**config.mk**
```make
export PLATFORM = sky130hd
export DESIGN_NAME = fanbuf_top
export DESIGN_NICKNAME = d
export VERILOG_FILES = /design/src/rtl/fanbuf_pkg.sv /design/src/rtl/fanbuf_ctrl.sv /design/src/rtl/fanbuf_datapath.sv /design/src/rtl/fanbuf_top.sv
export SDC_FILE = /design/constraint.sdc
export NUM_CORES = 1
export LEC_CHECK = 0
export ABC_AREA = 1
export BUFFER_PORTS_ARGS = -buffer_cell sky130_fd_sc_hd__buf_2
export CAP_MARGIN = 15
export CORE_ASPECT_RATIO = 0.7
export CORE_MARGIN = 2
export CORE_UTILIZATION = 40
export DETAILED_ROUTE_END_ITERATION = 6
export MAX_ROUTING_LAYER = met4
export PLACE_DENSITY_LB_ADDON = 0.15
export SYNTH_ARGS = -nofsm -noshare
export SYNTH_HDL_FRONTEND = slang
export SYNTH_SLANG_ARGS = --single-unit
```
**constraint.sdc**
```tcl
create_clock -name clk -period 0.8 [get_ports clk]
set_input_delay 0.08 -clock clk [delete_from_list [all_inputs] [get_ports clk]]
set_output_delay 0.08 -clock clk [all_outputs]
set_load 0.01 [all_outputs]
```
**src/rtl/fanbuf_pkg.sv**
```systemverilog
package fanbuf_pkg;

  // Strobes passed from the control decode to the register datapath.
  typedef struct packed {
    logic load;      // register captures new data at this edge
    logic wideMode;  // one-to-one map active
    logic upperMap;  // duplicated map takes the high input field
  } fanbuf_strobe_t;

endpackage

```
**src/rtl/fanbuf_ctrl.sv**
```systemverilog
module fanbuf_ctrl
  import fanbuf_pkg::*;
#(
  parameter int CS_W = 2
) (
  input  logic             clk,
  input  logic             rstN,
  input  logic             cfgSplit,
  input  logic             cfgUpper,
  input  logic [CS_W-1:0]  csN,
  output fanbuf_strobe_t   strb
);

  logic anySelected;

  // Active-low selects: one low select is enough to enable a load.
  assign anySelected = ~(&csN);

  always_comb begin
    strb          = '0;
    strb.load     = anySelected;
    strb.wideMode = ~cfgSplit;
    strb.upperMap = cfgSplit & cfgUpper;
  end

  // Straps are static: they may only move while reset is held.
  assert_straps_static_R1 : assert property (
    @(posedge clk) disable iff (!rstN)
      $stable(cfgSplit) && $stable(cfgUpper)
  ) else $error("strap changed outside reset");

endmodule

```
**src/rtl/fanbuf_datapath.sv**
```systemverilog
module fanbuf_datapath
  import fanbuf_pkg::*;
#(
  parameter int WIDE_W   = 25,
  parameter int NARROW_W = 14
) (
  input  logic                    clk,
  input  logic                    rstN,
  input  fanbuf_strobe_t          strb,
  input  logic [WIDE_W-1:0]       dIn,
  output logic [2*NARROW_W-1:0]   qOut
);

  localparam int OUT_W      = 2 * NARROW_W;
  localparam int UPPER_BASE = WIDE_W - NARROW_W;

  logic [OUT_W-1:0] nextBits;
  logic [OUT_W-1:0] liveMask;
  logic [OUT_W-1:0] qReg;

  // Per output position: pick the wide source or the duplicated source.
  for (genvar j = 0; j < OUT_W; j++) begin : gBit
    localparam int K = (j < NARROW_W) ? j : j - NARROW_W;
    logic narrowSrc;
    assign narrowSrc = strb.upperMap ? dIn[K + UPPER_BASE] : dIn[K];
    if (j < WIDE_W) begin : gShared
      assign nextBits[j] = strb.wideMode ? dIn[j] : narrowSrc;
      assign liveMask[j] = 1'b1;
    end else begin : gSpare
      assign nextBits[j] = strb.wideMode ? 1'b0 : narrowSrc;
      assign liveMask[j] = ~strb.wideMode;
    end
  end

  always_ff @(posedge clk or negedge rstN) begin
    if (!rstN) begin
      qReg <= '0;
    end else if (strb.load) begin
      qReg <= nextBits;
    end
  end

  // Spare positions are masked so they stay low in the wide map.
  assign qOut = qReg & liveMask;

  // without a load the register keeps its content.
  assert_hold_when_deselected_R6 : assert property (
    @(posedge clk) disable iff (!rstN)
      !strb.load |=> $stable(qReg)
  ) else $error("register changed while deselected");

endmodule

```
**src/rtl/fanbuf_top.sv**
```systemverilog
module fanbuf_top
  import fanbuf_pkg::*;
#(
  parameter int WIDE_W   = 25,
  parameter int NARROW_W = 14,
  parameter int CS_W     = 2
) (
  input  logic                  clk,
  input  logic                  rstN,
  input  logic                  cfgSplit,
  input  logic                  cfgUpper,
  input  logic [CS_W-1:0]       csN,
  input  logic [WIDE_W-1:0]     dIn,
  output logic [2*NARROW_W-1:0] qOut
);

  localparam int OUT_W      = 2 * NARROW_W;
  localparam int UPPER_BASE = WIDE_W - NARROW_W;

  fanbuf_strobe_t strb;

  fanbuf_ctrl #(.CS_W(CS_W)) uCtrl (
    .clk      (clk),
    .rstN     (rstN),
    .cfgSplit (cfgSplit),
    .cfgUpper (cfgUpper),
    .csN      (csN),
    .strb     (strb)
  );

  fanbuf_datapath #(.WIDE_W(WIDE_W), .NARROW_W(NARROW_W)) uPath (
    .clk  (clk),
    .rstN (rstN),
    .strb (strb),
    .dIn  (dIn),
    .qOut (qOut)
  );

  // wide load lands on the low positions one edge later.
  assert_wide_load_R1 : assert property (
    @(posedge clk) disable iff (!rstN)
      (!cfgSplit && !(&csN)) |=> qOut[WIDE_W-1:0] == $past(dIn)
  ) else $error("wide load mismatch");

  // spare positions low in the wide map.
  assert_spare_low_R2 : assert property (
    @(posedge clk) disable iff (!rstN)
      !cfgSplit |-> qOut[OUT_W-1:WIDE_W] == '0
  ) else $error("spare output not low");

  // low field captured in the split map.
  assert_lower_field_R3 : assert property (
    @(posedge clk) disable iff (!rstN)
      (cfgSplit && !cfgUpper && !(&csN)) |=>
        qOut[NARROW_W-1:0] == $past(dIn[NARROW_W-1:0])
  ) else $error("low field load mismatch");

  // high field captured in the split map.
  assert_upper_field_R4 : assert property (
    @(posedge clk) disable iff (!rstN)
      (cfgSplit && cfgUpper && !(&csN)) |=>
        qOut[NARROW_W-1:0] == $past(dIn[WIDE_W-1:UPPER_BASE])
  ) else $error("high field load mismatch");

  // both copies identical.
  assert_copies_equal_R5 : assert property (
    @(posedge clk) disable iff (!rstN)
      cfgSplit |-> qOut[NARROW_W-1:0] == qOut[OUT_W-1:NARROW_W]
  ) else $error("duplicated copies differ");

  // outputs low while reset is held.
  assert_reset_clears_R7 : assert property (
    @(posedge clk) !rstN |-> qOut == '0
  ) else $error("outputs not cleared in reset");

endmodule

```
==> key figures, run 1 <==
Global routing
  – Initial antenna violation count: 0
  – Largest net degree at the start of global routing: 32
  – Number of global-route vias before repair: 1433
  – Total track usage: 19.1%
  – GR Overflow Total: 0
  – First-pass GRT wire length: 6760 um

Flow run
  – Max cap viols: 0

STA
  – Final WS setup: -201 ps
  – Min Hold Slack: 100 ps
  – RSZ-0062 raised after global routing: yes
  – Setup violators final: 30
  – Fmax: 999 MHz
  – Clock period minus worst slack: 1000 ps
  – Setup TNS: -2590 ps
  – Period utilization: 125%
  – Least-Margin Pin Slew: 224 ps
  – Max_slew headroom: 85.0%
  – Hold Fails Final Rpt: 0
  – Final Slew Violations: 0
  – Final Skew: 0 ps

Worst hold path
  – Hold path depth: 5
  – Hold EP: uPath.qReg[6]$_DFFE_PN0N_
  – HP Start: dIn[6]
  – Hold Path Class: in -> reg

Cells and area
  – Biggest register: uPath.qReg
  – Ratio of cells with drive above 1 in the final layout: 33.9%
  – Layout area overhead: 22.0%
  – Largest registers: uPath.qReg (28)
  – Nets@finish: 319
  – Max reg flops: 28
  – Fin area: 2080 um^2
  – N_diodes: 0
  – Core Util, Final: 51.8%

Critical path
  – Crit path largest cell delay: 390 ps
  – R2R Setup Slk: -70 ps
  – Critical-path top delay cell: dfrtp_1
  – CP cell instances: nand2_1 -> inv_1 -> buf_2
  – Worst Path Arrival: 920 ps
  – Critical Path End Type: output port
  – CP max FO: 2
  – Reg2reg end: uPath.qReg[18]$_DFFE_PN0N_
  – WS Path Type: reg -> out
  – Crit path launch type: flip-flop
  – Reg2Reg Launch Point: uPath.qReg[18]$_DFFE_PN0N_
  – WP data required: 720 ps
  – Worst-case reg-to-reg path depth: 4

Status
  – Status: finished, violations left
  – Failing checks: setup timing

Pwr
  – Peak VDD IR: 0.772 mV
  – Power per cell area: 1630 nW/um^2
  – Leakage Power: 1.24 nW

Floorplanning
  – Die W: 82.1 um
  – Die ar.: 4810 um^2
  – Row cnt: 19
  – Core area: 4020 um^2
  – Starting Density: 42.5%
  – Die height: 58.7 um
  – I/O pins: 59

Placed design
  – Port bufs: 58
  – RePlAce Congestion: 0.821
  – HPWL after DPL: 2890 um
  – Post-placement cell area: 1860 um^2

CTS
  – CTS tree: done
  – Num CTS Buffers: 3
  – Num Clock Sinks: 28
  – Clk_lat worst skew: 270 ps
  – Worst-case clock buffer depth: 2
  – H-tree Lvls: 1
  – Clock transition at the registers of the reported paths: 90 ps
  – Root Buffer: clkbuf_8

Detailed routing
  – Final wirelength: 4010 um
  – Vias: 1534
  – ANT nets after route: 0
  – Vias/cell: 4.54
  – DRT Pass-1 Iters: 4
  – DRC Markers: 0
  – DR WL/cell: 11.9 um
  – Initial drt markers: 47

Logic synthesis
  – Post-synth net total: 266
  – Number of synthesized register bits: 28
  – Count leader, synth: nand2_1
  – Gate Count Post-Synth: 235
  – Seq/Total Area, Yosys: 41.1%
  – Number of flops mapped to enable cells by yosys: 0
  – Area share of the largest cell type after synthesis: 41.1%
  – Syn Std Cell Area: 1710 um^2
  – Synth area leader: dfrtp_1
  – Distinct cells, synth: 14
  – Syn_area_per_cell: 7.26 um^2
  – Commonest cells in the synthesized netlist: nand2_1, dfrtp_1, buf_4, nand3_1, nor2_1
  – Yosys Warn Count: 0
  – Post-synth top flop: dfrtp_1
  – Synth top area cells: dfrtp_1, nand2_1, buf_4
  – FFs w/ async S/R, synth: 100%
worst max-delay path by stage:
stage | slack (ps) | startpoint | cells past startpoint | endpoint
after floorplan | 10 | cfgSplit | 7 | uPath.qReg[15]$_DFFE_PN0N_
after global placement | -50 | cfgSplit | 6 | uPath.qReg[19]$_DFFE_PN0N_
after detailed placement | -40 | cfgSplit | 6 | uPath.qReg[26]$_DFFE_PN0N_
after CTS | -200 | uPath.qReg[27]$_DFFE_PN0N_ | 3 | qOut[27]
after global routing | -250 | uPath.qReg[27]$_DFFE_PN0N_ | 3 | qOut[27]
final | -200 | uPath.qReg[27]$_DFFE_PN0N_ | 3 | qOut[27]
routing by layer:
layer	global-route usage, %	vias to the layer above	part of all wire [%]
met2	27.5	47	42
li1	-	803	-
met3	4.45	4	6.5
met5	-	-	0
met1	27.9	680	51
met4	2.86	0	0.47
layout make-up:
cell class / instances / area, um^2
Clock buffer: 3 / 41.3
Inverter: 5 / 18.8
Sequential cell: 28 / 701
Multi-Input combinational cell: 165 / 686
Tap cell: 52 / 65.1
Timing Repair Buffer: 85 / 571
Fill cell: 430 / 1940
layout by cell type, fill, tap and decap left out:
cell type and n:
nand2_1 108, buf_2 52, dfrtp_1 28, nand3_1 25, buf_4 23, nor2_1 22, nand2_2 7, buf_6 6
inv_1 5, clkbuf_8 3, buf_12 3, nand2_4 2, nor2_2 1, dlygate4sd3_1 1
what timing repair did:
action | 4_1_cts | 5_1_grt
pin swaps | 2 | 1
endpoints found under the setup margin | 28 | 28
hold buffers | 1 | 0
buffers inserted | 11 | 7
endpoints found under the hold margin | 28 | 0
gates cloned | 0 | 0
gates resized for setup | 0 | 6
where the power goes:
part	leakage, nW	switching [mW]	internal (mW)
Sequential	0.339	0.0813	1.56
Clock	0.0216	0.429	0.339
Combinational	0.877	0.498	0.480
Total	1.24	1.01	2.38
worst max-delay path, delay by kind of cell, from the launching register on:
| kind | cells | cell delay, ps |
|---|---|---|
| simple gates | 1 | 80 |
| buf+inv | 2 | 180 |
| flops | 1 | 390 |
logic make-up (layout without fill, tap and decap cells):
kind of cell,count (synthesis),count (layout),synth area share (%)
buffers and inverters,42,93,18.8
flip-flops,28,28,41.1
AND/OR/NAND/NOR,165,165,40.2
stage by stage:
stage          instances  worst slack, ps  power (mW)
3_3_place_gp         316            -51.5        2.47
3_5_place_dp         316            -41.6        2.47
5_1_grt              338             -251        3.64
2_1_floorplan        235             10.2        2.30
4_1_cts              331             -205        3.34
6_report             338             -201        3.39
Power figures use the tool's default switching activity.
==> run 2, diff against run 1 <==
clock period = 1.05 ns   (was 0.8 ns; I/O delays follow)
==> key figures, run 2 (synthesis gave the netlist of run 1 again) <==
Floorplanning
  – Die W: 82.1 um (unchanged)
  – Die ar.: 4810 um^2 (unchanged)
  – Starting Density: 42.5% (unchanged)
  – Row cnt: 19 (unchanged)
  – Core area: 4020 um^2 (unchanged)
  – I/O pins: 59 (unchanged)
  – Die height: 58.7 um (unchanged)

Pwr
  – Power per cell area: 1280 nW/um^2 (-21%)
  – Peak VDD IR: 0.579 mV (-25%)
  – Leakage Power: 1.14 nW (-8.2%)

Critical path
  – Critical Path End Type: output port
  – Worst-case reg-to-reg path depth: 3 (-1)
  – Crit path to: qOut[27]
  – WS Path Type: reg -> out
  – WP data required: 940 ps (+220 ps)
  – Worst Path Arrival: 890 ps (-30 ps)
  – Worst Setup SP: uPath.qReg[27]$_DFFE_PN0N_
  – Crit path launch type: flip-flop
  – CP max FO: 2 (unchanged)
  – R2R Setup Slk: 340 ps (+410 ps)
  – Reg2reg end: uPath.qReg[27]$_DFFE_PN0N_
  – Reg2Reg Launch Point: uPath.qReg[27]$_DFFE_PN0N_

Placed design
  – Post-placement cell area: 1860 um^2 (-0.13%)
  – Port bufs: 58 (unchanged)
  – HPWL after DPL: 2900 um (+0.32%)
  – RePlAce Congestion: 0.835 (+1.7%)

Global routing
  – Total track usage: 18.9% (-0.22 points)
  – GR Overflow Total: 0 (unchanged)
  – First-pass GRT wire length: 6610 um (-2.1%)
  – Number of global-route vias before repair: 1384 (-3.4%)
  – Largest net degree at the start of global routing: 29 (-9.4%)
  – Initial antenna violation count: 0 (unchanged)

Detailed routing
  – Initial drt markers: 108 (+130%)
  – ANT nets after route: 0 (unchanged)
  – Vias/cell: 4.55 (+0.36%)
  – DR WL/cell: 12.4 um (+4.7%)
  – M1 wire length: 2010 um (-1.1%)
  – Met2 wire len: 1650 um (-3.3%)
  – Final wirelength: 3970 um (-1.2%)
  – Vias: 1453 (-5.3%)
  – Max Used Layer: met4
  – DRC Markers: 0 (unchanged)
  – Met3 Routed Length: 295 um (+13%)
  – DRT Pass-1 Iters: 4 (unchanged)

Cells and area
  – Most frequent cells in the layout: nand2_1, buf_2, dfrtp_1, nand3_1, nor2_1
  – Core Util, Final: 47.6% (-4.2 points)
  – Largest registers: uPath.qReg (28)
  – Fin area: 1910 um^2 (-8.1%)
  – Layout area overhead: 12.2%
  – Fill cell count: 432 (+0.47%)
  – Max reg flops: 28 (unchanged)
  – Nets@finish: 300 (-6.0%)
  – Ratio of cells with drive above 1 in the final layout: 29.2% (-4.7 points)
  – Biggest register: uPath.qReg
  – N_diodes: 0 (unchanged)
  – Commonest non-fill, non-tap cell in the layout: nand2_1

STA
  – Final Slew Violations: 0 (unchanged)
  – Min Hold Slack: 129 ps (+28.7 ps)
  – Fmax: 1000 MHz
  – Clock period minus worst slack: 1000 ps
  – Hold Fails Final Rpt: 0 (unchanged)
  – Final Skew: 0 ps (unchanged)
  – Least-Margin Pin Slew: 326 ps (+102 ps)
  – Setup TNS: 0 ps (+2590 ps)
  – RSZ-0062 raised after global routing: yes
  – Setup violators final: 0 (-100%)
  – Max_slew headroom: 78.3% (-6.8 points)
  – Period utilization: 95.2%

CTS
  – Resized cells post-CTS: 0 (unchanged)
  – H-tree Lvls: 1 (unchanged)
  – Root Buffer: clkbuf_8
  – Clk_lat worst skew: 270 ps (about the same)
  – Num CTS Buffers: 3 (unchanged)
  – Clock transition at the registers of the reported paths: 100 ps (about the same)
  – Worst-case clock buffer depth: 2 (unchanged)
  – Num Clock Sinks: 28 (unchanged)
  – CTS tree: done

Worst hold path
  – HP Start: dIn[7]
  – Hold Path Class: in -> reg

Flow run
  – Max cap viols: 0 (unchanged)

Status
  – Status: finished clean
==> run 2: cell types whose count changed in the layout (fill, tap and decap cells not counted) <==
cell and change:
buf_12 +1, buf_2 +6, buf_4 -20, buf_6 -6
==> run 2: worst min path at each step <==
| stage | endpoint | slack (ps) | cells after the start |
|---|---|---|---|
| global placement | uPath.qReg[25]$_DFFE_PN0N_ | 70 | 2 |
| floorplan | uPath.qReg[0]$_DFFE_PN0N_ | -190 | 0 |
| CTS | uPath.qReg[7]$_DFFE_PN0N_ | 120 | 5 |
| detailed placement | uPath.qReg[12]$_DFFE_PN0N_ | 70 | 2 |
| global route | uPath.qReg[10]$_DFFE_PN0N_ | 140 | 5 |
| finish | uPath.qReg[7]$_DFFE_PN0N_ | 130 | 5 |
==> run 2: final cells by class <==
cell class | count | area [um^2] | area share [%]
Sequential cell | 28 | 701 | 36.6
Clock buffer | 3 | 41.3 | 2.16
Timing Repair Buffer | 66 | 403 | 21.0
Multi-Input combinational cell | 165 | 686 | 35.8
Inverter | 5 | 18.8 | 0.980
Tap cell | 52 | 65.1 | 3.40
==> run 2: metal layers <==
metal / up-vias / track usage, %
met2: 58 / 25.6
met1: 633 / 29.1
li1: 760 / -
met3: 2 / 4.60
met4: 0 / 2.14
met5: - / -
==> run 2: stage by stage <==
step | worst slack [ps] | std cells | total power [mW]
after floorplan | 235 | 235 | 1.75
after global placement | 37.0 | 314 | 1.88
after detailed placement | 18.5 | 314 | 1.88
after CTS | 33.8 | 318 | 2.50
after global routing | -2.71 | 319 | 2.64
final | 50.1 | 319 | 2.45
==> run 2: critical path, stage by stage (launching register included) <==
cell and delay (ps):
dfrtp_1 390, nand2_1 70, inv_1 40, buf_2 130
==> run 2: report_power, final <==
part | total [mW] | leakage [nW] | switching (mW) | internal (mW)
Combinational | 0.610 | 0.776 | 0.357 | 0.253
Sequential | 1.25 | 0.339 | 0.0591 | 1.19
Clock | 0.593 | 0.0216 | 0.335 | 0.258
==> run 2: timing repair <==
item                                    in CTS  in global routing
buffers inserted                             0                  1
hold endpoints to repair                    28                  0
endpoints found under the setup margin       0                  2
hold buffers                                 1                  0
